### src/rtl/coh_pkg.sv
package coh_pkg;

    typedef enum logic [1:0] {
        L_INV = 2'd0,
        L_SHR = 2'd1,
        L_EXC = 2'd2
    } line_st_t;

    typedef enum logic [1:0] {
        BC_NONE   = 2'd0,
        BC_RDMISS = 2'd1,
        BC_WRMISS = 2'd2,
        BC_WBACK  = 2'd3
    } bus_cmd_t;

endpackage

### src/rtl/coh_line_store.sv
module coh_line_store
    import coh_pkg::*;
#(
    parameter int IDX_W = 3,
    parameter int TAG_W = 13
) (
    input  logic             clk,
    input  logic             rst_n,
    input  logic [IDX_W-1:0] rd_idx,
    output line_st_t         rd_state,
    output logic [TAG_W-1:0] rd_tag,
    input  logic             fill_en,
    input  logic [IDX_W-1:0] fill_idx,
    input  logic [TAG_W-1:0] fill_tag,
    input  line_st_t         fill_st,
    input  logic             snp_valid,
    input  logic             snp_is_wm,
    input  logic [IDX_W-1:0] snp_idx,
    input  logic [TAG_W-1:0] snp_tag,
    output logic             mem_abort
);
    localparam int LINES = 1 << IDX_W;

    line_st_t         st_arr  [LINES];
    logic [TAG_W-1:0] tag_arr [LINES];

    for (genvar i = 0; i < LINES; i++) begin : g_line
        line_st_t         st_q;
        logic [TAG_W-1:0] tag_q;
        logic             snp_match;

        assign snp_match = snp_valid && (snp_idx == IDX_W'(i)) &&
                           (st_q != L_INV) && (tag_q == snp_tag);

        always_ff @(posedge clk) begin
            if (!rst_n) begin
                st_q  <= L_INV;
                tag_q <= '0;
            end else if (fill_en && (fill_idx == IDX_W'(i))) begin
                st_q  <= fill_st;
                tag_q <= fill_tag;
            end else if (snp_match) begin
                unique case (st_q)
                    L_SHR:   if (snp_is_wm) st_q <= L_INV;
                    L_EXC:   st_q <= snp_is_wm ? L_INV : L_SHR;
                    default: st_q <= st_q;
                endcase
            end
        end

        assign st_arr[i]  = st_q;
        assign tag_arr[i] = tag_q;
    end

    assign rd_state = st_arr[rd_idx];
    assign rd_tag   = tag_arr[rd_idx];

    logic snp_owner;
    assign snp_owner = snp_valid && (st_arr[snp_idx] == L_EXC) &&
                       (tag_arr[snp_idx] == snp_tag);

    always_ff @(posedge clk) begin
        if (!rst_n) mem_abort <= 1'b0;
        else        mem_abort <= snp_owner;
    end

    assert_abort_needs_snoop_R5: assert property (@(posedge clk) disable iff (!rst_n)
        mem_abort |-> $past(snp_valid));

    assert_no_fill_in_snoop_R9: assert property (@(posedge clk) disable iff (!rst_n)
        fill_en |-> !snp_valid);

endmodule

### src/rtl/coh_req_fsm.sv
module coh_req_fsm
    import coh_pkg::*;
#(
    parameter int ADDR_W = 16,
    parameter int IDX_W  = 3
) (
    input  logic                    clk,
    input  logic                    rst_n,
    input  logic                    cpu_req_valid,
    input  logic                    cpu_req_write,
    input  logic [ADDR_W-1:0]       cpu_req_addr,
    output logic                    cpu_resp_valid,
    output logic                    cpu_resp_hit,
    input  logic                    snp_valid,
    input  logic                    bus_gnt,
    output logic                    bus_req,
    output bus_cmd_t                bus_cmd,
    output logic [ADDR_W-1:0]       bus_addr,
    output logic [IDX_W-1:0]        lk_idx,
    input  line_st_t                lk_state,
    input  logic [ADDR_W-IDX_W-1:0] lk_tag,
    output logic                    fill_en,
    output logic [IDX_W-1:0]        fill_idx,
    output logic [ADDR_W-IDX_W-1:0] fill_tag,
    output line_st_t                fill_st
);
    localparam int TAG_W = ADDR_W - IDX_W;

    typedef enum logic [1:0] {S_IDLE, S_WB, S_MISS, S_RESP} seq_st_t;

    seq_st_t           state, nxt;
    logic [ADDR_W-1:0] q_addr;
    logic              q_write;
    logic              hit_q;

    logic [IDX_W-1:0]  cpu_idx, q_idx;
    logic [TAG_W-1:0]  cpu_tag, q_tag, lk_addr_tag;
    logic              tag_hit, accept, req_hit, take;

    assign cpu_idx     = cpu_req_addr[IDX_W-1:0];
    assign cpu_tag     = cpu_req_addr[ADDR_W-1:IDX_W];
    assign q_idx       = q_addr[IDX_W-1:0];
    assign q_tag       = q_addr[ADDR_W-1:IDX_W];
    assign lk_idx      = (state == S_IDLE) ? cpu_idx : q_idx;
    assign lk_addr_tag = (state == S_IDLE) ? cpu_tag : q_tag;
    assign tag_hit     = (lk_state != L_INV) && (lk_tag == lk_addr_tag);
    assign accept      = cpu_req_valid && !snp_valid;
    assign req_hit     = tag_hit && (!cpu_req_write || (lk_state == L_EXC));
    assign take        = bus_req && bus_gnt;

    always_ff @(posedge clk) begin
        if (!rst_n) begin
            state   <= S_IDLE;
            q_addr  <= '0;
            q_write <= 1'b0;
            hit_q   <= 1'b0;
        end else begin
            state <= nxt;
            if (state == S_IDLE && accept) begin
                q_addr  <= cpu_req_addr;
                q_write <= cpu_req_write;
                hit_q   <= req_hit;
            end
        end
    end

    always_comb begin
        nxt = state;
        unique case (state)
            S_IDLE: begin
                if (accept) begin
                    if (req_hit)                 nxt = S_RESP;
                    else if (lk_state == L_EXC)  nxt = S_WB;
                    else                         nxt = S_MISS;
                end
            end
            S_WB: begin
                if (lk_state != L_EXC || take) nxt = S_MISS;
            end
            S_MISS: begin
                if (take) nxt = S_RESP;
            end
            S_RESP: nxt = S_IDLE;
            default: nxt = S_IDLE;
        endcase
    end

    always_comb begin
        bus_req        = 1'b0;
        bus_cmd        = BC_NONE;
        bus_addr       = '0;
        fill_en        = 1'b0;
        fill_idx       = q_idx;
        fill_tag       = q_tag;
        fill_st        = L_INV;
        cpu_resp_valid = 1'b0;
        cpu_resp_hit   = 1'b0;
        unique case (state)
            S_IDLE: ;
            S_WB: begin
                bus_req  = !snp_valid && (lk_state == L_EXC);
                bus_cmd  = BC_WBACK;
                bus_addr = {lk_tag, q_idx};
                fill_en  = take;
                fill_tag = lk_tag;
                fill_st  = L_INV;
            end
            S_MISS: begin
                bus_req  = !snp_valid;
                bus_cmd  = q_write ? BC_WRMISS : BC_RDMISS;
                bus_addr = q_addr;
                fill_en  = take;
                fill_tag = q_tag;
                fill_st  = q_write ? L_EXC : L_SHR;
            end
            S_RESP: begin
                cpu_resp_valid = 1'b1;
                cpu_resp_hit   = hit_q;
            end
            default: ;
        endcase
    end

    assert_resp_single_R4: assert property (@(posedge clk) disable iff (!rst_n)
        cpu_resp_valid |=> !cpu_resp_valid);

    assert_hit_next_cycle_R4: assert property (@(posedge clk) disable iff (!rst_n)
        (state == S_IDLE && accept && req_hit) |=> (cpu_resp_valid && cpu_resp_hit));

    assert_wb_then_miss_R7: assert property (@(posedge clk) disable iff (!rst_n)
        (state == S_WB && take) |=> (state == S_MISS));

    assert_miss_hold_R8: assert property (@(posedge clk) disable iff (!rst_n)
        (state == S_MISS && !take) |=> (state == S_MISS && $stable(bus_addr) && !cpu_resp_valid));

endmodule

### src/rtl/snoop_coh_ctrl.sv
module snoop_coh_ctrl
    import coh_pkg::*;
#(
    parameter int ADDR_W = 16,
    parameter int IDX_W  = 3
) (
    input  logic              clk,
    input  logic              rst_n,
    input  logic              cpu_req_valid,
    input  logic              cpu_req_write,
    input  logic [ADDR_W-1:0] cpu_req_addr,
    output logic              cpu_resp_valid,
    output logic              cpu_resp_hit,
    output logic              bus_req,
    input  logic              bus_gnt,
    output logic [1:0]        bus_cmd,
    output logic [ADDR_W-1:0] bus_addr,
    input  logic              snp_valid,
    input  logic              snp_cmd,
    input  logic [ADDR_W-1:0] snp_addr,
    output logic              mem_abort
);
    localparam int TAG_W = ADDR_W - IDX_W;

    logic [IDX_W-1:0] lk_idx, fill_idx;
    logic [TAG_W-1:0] lk_tag, fill_tag;
    line_st_t         lk_state, fill_st;
    logic             fill_en;
    bus_cmd_t         cmd_e;

    coh_req_fsm #(.ADDR_W(ADDR_W), .IDX_W(IDX_W)) u_fsm (
        .clk            (clk),
        .rst_n          (rst_n),
        .cpu_req_valid  (cpu_req_valid),
        .cpu_req_write  (cpu_req_write),
        .cpu_req_addr   (cpu_req_addr),
        .cpu_resp_valid (cpu_resp_valid),
        .cpu_resp_hit   (cpu_resp_hit),
        .snp_valid      (snp_valid),
        .bus_gnt        (bus_gnt),
        .bus_req        (bus_req),
        .bus_cmd        (cmd_e),
        .bus_addr       (bus_addr),
        .lk_idx         (lk_idx),
        .lk_state       (lk_state),
        .lk_tag         (lk_tag),
        .fill_en        (fill_en),
        .fill_idx       (fill_idx),
        .fill_tag       (fill_tag),
        .fill_st        (fill_st)
    );

    coh_line_store #(.IDX_W(IDX_W), .TAG_W(TAG_W)) u_store (
        .clk       (clk),
        .rst_n     (rst_n),
        .rd_idx    (lk_idx),
        .rd_state  (lk_state),
        .rd_tag    (lk_tag),
        .fill_en   (fill_en),
        .fill_idx  (fill_idx),
        .fill_tag  (fill_tag),
        .fill_st   (fill_st),
        .snp_valid (snp_valid),
        .snp_is_wm (snp_cmd),
        .snp_idx   (snp_addr[IDX_W-1:0]),
        .snp_tag   (snp_addr[ADDR_W-1:IDX_W]),
        .mem_abort (mem_abort)
    );

    assign bus_cmd = cmd_e;

endmodule

### config.mk
export PLATFORM = sky130hd
export DESIGN_NAME = snoop_coh_ctrl
export DESIGN_NICKNAME = d
export VERILOG_FILES = /design/src/rtl/coh_pkg.sv /design/src/rtl/coh_line_store.sv /design/src/rtl/coh_req_fsm.sv /design/src/rtl/snoop_coh_ctrl.sv
export SDC_FILE = /design/constraint.sdc
export NUM_CORES = 1
export LEC_CHECK = 0
export BUFFER_PORTS_ARGS = -buffer_cell sky130_fd_sc_hd__buf_2
export CORE_MARGIN = 2
export CORE_UTILIZATION = 55
export DETAILED_ROUTE_END_ITERATION = 7
export PLACE_DENSITY = 0.81
export SLEW_MARGIN = 15
export SYNTH_ARGS = -nofsm -noshare
export SYNTH_HDL_FRONTEND = slang
export SYNTH_SLANG_ARGS = --single-unit
### constraint.sdc
create_clock -name clk -period 3.8 [get_ports clk]
set_input_delay 0.38 -clock clk [delete_from_list [all_inputs] [get_ports clk]]
set_output_delay 0.38 -clock clk [all_outputs]
set_load 0.02 [all_outputs]
# Yosys cells after proc, flatten, opt, wreduce, memory -nomap -nowiden
# Cells that the tools add are included.
op_classes:
  n_reduce_logical: 82
  eq_ne: 57
  n_bitwise: 2
  magnitude_cmp: 2
  n_mux: 55
ops:
  columns: ["cell", "count"]
  rows:
  - ["equality test 13 bit", 10]
  - ["binary-select mux 13 bit (select 3 bit)", 2]
  - ["2-to-1 mux 13 bit", 6]
  - ["2-to-1 mux 2 bit", 28]
  - ["logical AND 1 bit", 40]
  - ["one-hot mux 2 bit (2 select lines)", 9]
  - ["nonzero test 2 bit", 17]
  - ["one-hot mux 16 bit (2 select lines)", 1]
  - ["AND reduction 3 bit", 9]
  - ["equality test 2 bit (second input constant)", 12]
  - ["equality test 3 bit (second input constant)", 8]
  - ["inequality test 3 x 2 -> 1 bit (second input constant)", 8]
  - ["nonzero test 3 bit", 8]
  - ["equality test 2 x 1 -> 1 bit (second input constant)", 9]
  - ["binary-select mux 2 bit (select 3 bit)", 2]
  - ["equality test 3 x 2 -> 1 bit (second input constant)", 4]
  - [">= comparator 4 bit (second input constant)", 2]
  - ["inverter 3 -> 4 bit", 2]
  - ["one-hot mux 2 bit (4 select lines)", 1]
  - ["equality test 3 x 1 -> 1 bit (second input constant)", 2]
  - ["zero test 3 bit", 2]
  - ["inequality test 2 x 1 -> 1 bit (second input constant)", 3]
  - ["2-to-1 mux 1 bit", 4]
  - ["2-to-1 mux 3 bit", 1]
  - ["other kinds (6)", 8]
totals:
  output_inout_bits: 22
  elab_cells: 219
  ff_bits: 141

# Depth between registers and ports, before layout
logic_depth:
  word_depth: 14
  ltp_mapped: 13

# Modules after synthesis
# A second synthesis with hierarchy kept.
hier_totals:
  cells_unflattened: 1130
  area_unflattened_um2: 9656.8
by_module_without_submodules:
  columns: ["mod", "cells_each", "area_per_inst_um2", "n_inst"]
  rows:
  - ["coh_line_store", 905, 8029.0, 1]
  - ["coh_req_fsm", 225, 1627.8, 1]

# Worst setup path before layout
# No wires, ideal clock.
synth_path:
  kind: "reg2reg"
  start: "reg u_fsm.state[0]"
  end: "reg u_store.g_line[1].tag_q[4]"
  period_less_slack_ns: 3.111
  setup_slack_ns: 0.689
  stages_incl_launch_ff: 12
  t_arrival_ns: 2.994
  setup_time_ns: 0.116
  path_cell_list: "dfxtp_1 inv_1 ha_1 mux2i_2 mux4_2 mux2i_1 and4_1 o2111ai_1 or3_1 buf_2 buf_2 a31o_2"
synth_between:
  elab_chain_len: 12
synth_lines:
  columns: ["item", "line", "text"]
  rows:
  - ["start: declaration", "coh_req_fsm.sv:31", "seq_st_t state, nxt;"]
  - ["start signal: assignment", "coh_req_fsm.sv:58", "state <= nxt;"]
  - ["zero test 2 bit", "coh_req_fsm.sv:44", "assign lk_idx = (state == S_IDLE) ? cpu_idx : q_idx;"]
  - ["2-to-1 mux 3 bit", "coh_req_fsm.sv:44", null]
  - ["inverter 3 -> 4 bit (not written as such)", "coh_line_store.sv:55, coh_line_store.sv:56", null]
  - ["binary-select mux 2 bit (select 3 bit)", "coh_line_store.sv:55", "assign rd_state = st_arr[rd_idx];"]
  - ["2-to-1 mux 2 bit (not written as such) (2 in series)", "coh_line_store.sv:55", null]
  - ["equality test 2 bit", "coh_req_fsm.sv:101", "bus_req = !snp_valid && (lk_state == L_EXC);"]
  - ["logical AND 1 bit", "coh_req_fsm.sv:101", null]
  - ["one-hot mux 1 bit (2 select lines)", "coh_req_fsm.sv:98", "unique case (state)"]
  - ["logical AND 1 bit", "coh_req_fsm.sv:49", "assign take = bus_req && bus_gnt;"]
  - ["2-to-1 mux 1 bit", "coh_req_fsm.sv:98", null]
  - ["logical AND 1 bit", "coh_line_store.sv:39", "end else if (fill_en && (fill_idx == IDX_W'(i))) begin"]
  - ["end signal: assignment", "coh_line_store.sv:41", "tag_q <= fill_tag;"]
  - ["end: declaration", "coh_line_store.sv:29", "logic [TAG_W-1:0] tag_q;"]
# Several ways; a longest one is shown, not always the timed one. The select of a mux whose other input is x is not followed.
# A chain may end at the register's enable or synchronous reset.

# Worst setup path in the final report
layout_path:
  start: "reg u_fsm.state[0]"
  end: "out bus_addr[12]"
layout_between:
  elab_chain_len: 7
layout_lines:
  columns: ["item", "line", "text"]
  rows:
  - ["zero test 2 bit", "coh_req_fsm.sv:44", null]
  - ["2-to-1 mux 3 bit", "coh_req_fsm.sv:44", null]
  - ["inverter 3 -> 4 bit (not written as such)", "coh_line_store.sv:56", "assign rd_tag = tag_arr[rd_idx];"]
  - ["binary-select mux 13 bit (select 3 bit)", "coh_line_store.sv:56", null]
  - ["2-to-1 mux 13 bit (not written as such) (2 in series)", "coh_line_store.sv:56", null]
  - ["one-hot mux 16 bit (2 select lines) *", "coh_req_fsm.sv:98", null]
  - ["end: declaration", "snoop_coh_ctrl.sv:17", "output logic [ADDR_W-1:0] bus_addr,"]
# Mark *: on every way between the ends. The rest lies on a longest branch, timed or not. The select of a mux whose other input is x is not followed.

==> impl_metrics.json <==
{
  "initial_core_util_pct": 56.2,
  "status": "complete, no violations",
  "die_width_um": 137,
  "intPower_uw": 3120,
  "finalHoldViolations": 0,
  "dieArea_um2": 18800,
  "p_switching_uw": 1630,
  "drc": 0,
  "switching_share_pct": 34.3,
  "syn_nets": 1170,
  "grt_max_degree": 56,
  "synth_edf_count": 0,
  "drv_slew": 0,
  "fmax_ghz": 0.269,
  "clkTransAtPathRegs_ps": 60,
  "syn2layout_area_growth_pct": 11.7,
  "synthFlopType": "dfxtp_1",
  "cpMaxStageDelayCell": "mux4_2",
  "gp_routability_congestion": 0.974,
  "critPathBufInv": 4,
  "timing.rr.start": "u_fsm.state[0]",
  "fin_cells": 1368,
  "worstHoldStart": "cpu_req_addr[3]",
  "cts-root-buf": "clkbuf_16",
  "cts_tree": "done",
  "cts_made_buffers": 17,
  "synth_cell_types": 58,
  "synth_top_cell_by_area": "dfxtp_1",
  "synth-seq-area-share_pct": 29.0,
  "synthTopCellsByArea": "dfxtp_1 (29%), mux4_2 (9.5%), mux2i_1 (8.4%), xor2_1 (6.3%), a31o_2 (6.2%)",
  "io_buffers": 60,
  "row_count": 48,
  "whs_path_depth": 3,
  "n_fill_cell": 1426,
  "p_per_area_nw_per_um2": 437,
  "wire_per_inst_um": 23.0,
  "whs_endpoint": "u_fsm.q_addr[3]",
  "placed_cells": 1336,
  "finalCriticalPeriod_ps": 3720,
  "hpwlAfterDp_mm": 21.8,
  "grt_pass1_wl_mm": 48.0,
  "yosysWarnings": 0,
  "htree_levels": 4,
  "vias": 9065,
  "drive_gt1_share_pct": 21.1,
  "hp-class": "in -> reg",
  "critPathLaunch": "u_fsm.state[0]",
  "setup-violations-final": 0,
  "worstReg2RegEnd": "u_fsm.state[0]",
  "critPathMaxStageDelay_ps": 520,
  "drt_wl_total_mm": 31.5,
  "final_cell_mix": "dfxtp_1 (141), nand2_1 (128), nor2_1 (95), mux2i_1 (81), xor2_1 (70)",
  "first_global_vias": 8344,
  "postCtsSetupBuffers": 0,
  "ir_drop_uv": 535,
  "clock_path_buffers": 2,
  "ant_nets": 0,
  "regToRegSetupSlack_ps": 280,
  "endpoint_kind": "primary output",
  "final_common_cell": "dfxtp_1",
  "finalCritPeriodShare_pct": 98.0,
  "rr_worst_depth": 11,
  "pin_count": 61,
  "rsz0062_at_grt": "false",
  "worstMarginPinSlew_ps": 968,
  "hold_buffers": 0,
  "slew_headroom_pct": 35.4,
  "cp_max_fo": 30,
  "clkSinkCount": 141,
  "routed_via_density": 6.63,
  "die_y_um": 137,
  "nets": 1194,
  "grt_usage_pct": 34.0,
  "gr-total-overflow": 0,
  "setup_tns_ps": 0,
  "netlist_instances": 1106,
  "drt_iter0_markers": 1167,
  "crit_chain": "inv_1 > ha_1 > buf_4 > mux2_2 > buf_12 > mux4_2 > mux2i_1 > nor2_1 > a21oi_1 > nor2b_1 > buf_2",
  "p_clk_share_pct": 36.9,
  "core_area_um2": 17300,
  "antenna_found_initial": 1,
  "avgSynthCellArea_um2": 8.79,
  "static-leakage-power_uw": 0.00418,
  "cap_violations": 0,
  "path_class": "reg -> out",
  "arrival_ps": 3340,
  "drt_first_pass_iters": 5,
  "cpLargestDelayFamily": "multiplexers",
  "clock_skew_ps": 6.55,
  "netlist_area_um2": 9720,
  "worstPathRequired_ps": 3420,
  "combPwrFrac_pct": 30.6,
  "start_kind": "flop",
  "synthArstFlopShare_pct": 0,
  "pwr-share-seq_pct": 32.4,
  "synth-seq-cells": 141,
  "insertion_delay_ps": 440,
  "synth_top_area_share_pct": 29.0
}
-- layer usage --
| layer | GRT usage, % | part of all wire, % | up-vias |
|---|---|---|---|
| met5 | 0 | 0 | - |
| li1 | - | - | 4019 |
| met2 | 51.4 | 44 | 615 |
| met4 | 19.5 | 6.5 | 0 |
| met3 | 8.52 | 11 | 158 |
| met1 | 44.0 | 38 | 4273 |
-- logic make-up after synthesis --
group	share of synthesized area [%]
AOI/OAI and AO/OA	14.6
xor gates and xnor gates	11.4
adders and majority gates	3.22
buffers and inverters	5.10
DFF	29.0
muxes	18.5
and+or+nand+nor	18.1
-- cells in the mapped netlist, types with 5 or more instances --
cell type	count
o211ai_1	5
nand4b_1	9
nand4_1	25
nand3b_1	5
xor2_1	70
o21ai_1	7
a31o_1	12
mux2i_1	82
mux4_2	41
nand2_1	128
a21oi_1	30
nand2b_1	8
nor2b_1	15
xnor2_1	57
buf_2	27
and2_1	7
buf_1	6
o21ai_0	34
a21boi_0	7
nor2_1	95
nor3_1	9
clkbuf_1	50
ha_1	25
nor4_1	18
a32oi_1	9
a31o_2	69
dfxtp_1	141
nand3_1	38
inv_1	28
-- power groups by stage --
stage | Sequential [uW] | Combinational (uW) | Clock (uW)
2_1_floorplan | 1560 | 993 | 0
3_3_place_gp | 1570 | 1390 | 0
3_5_place_dp | 1570 | 1400 | 0
4_1_cts | 1540 | 1410 | 1750
5_1_grt | 1540 | 1530 | 1820
6_report | 1540 | 1450 | 1750
-- final cells by class --
class | instances | area [um^2] | area share [%]
clock inverters | 10 | 139 | 1.28
flip-flops and latches | 141 | 2820 | 26.0
clock buffers | 21 | 470 | 4.33
repair buffers | 92 | 606 | 5.58
well taps | 225 | 282 | 2.59
inverters | 30 | 113 | 1.04
multi-input cells | 848 | 6420 | 59.2
diodes | 1 | 2.50 | 0.0230
-- state kept, by name, summed over array words and instances (netlist names) --
| register | cells |
|---|---|
| u_fsm.hit_q | 1 |
| u_fsm.q_addr | 16 |
| u_fsm.state | 2 |
| u_store.g_line.tag_q | 104 |
| u_store.mem_abort | 1 |
| u_fsm.q_write | 1 |
| u_store.g_line.st_q | 16 |
-- worst min-delay path, delay by kind of cell --
kind	cells	cell delay (ps)
buf+inv	1	110
compound gates	1	50
simple gates	1	50
-- worst max path at each step --
stage                                 endpoint  slack (ps)  cells after the start
floorplan           u_store.g_line[1].tag_q[4]         690                     11
global placement                u_fsm.state[1]         510                     11
detailed placement              u_fsm.state[0]         400                     10
CTS                               bus_addr[11]         130                     11
global route                       bus_addr[5]          40                     11
finish                            bus_addr[12]          80                     11
-- stage by stage --
stage	setup slack, ps	hold slack (ps)	utilization (%)	cell area [um^2]	power, uW
after global routing	36.2	200	62.8	10900	4890
after global placement	511	458	59.2	10200	2960
after detailed placement	401	456	59.2	10200	2970
final	76.2	188	62.8	10900	4750
after CTS	131	192	62.7	10900	4710
after floorplan	689	427	-	9720	2550
-- timing repair --
| item | 4_1_cts | 5_1_grt |
|---|---|---|
| resized for setup | 0 | 1 |
| setup endpoints to repair | 0 | 1 |
| endpoints found under the hold margin | 0 | 0 |
(Power assumes the default switching activity.)
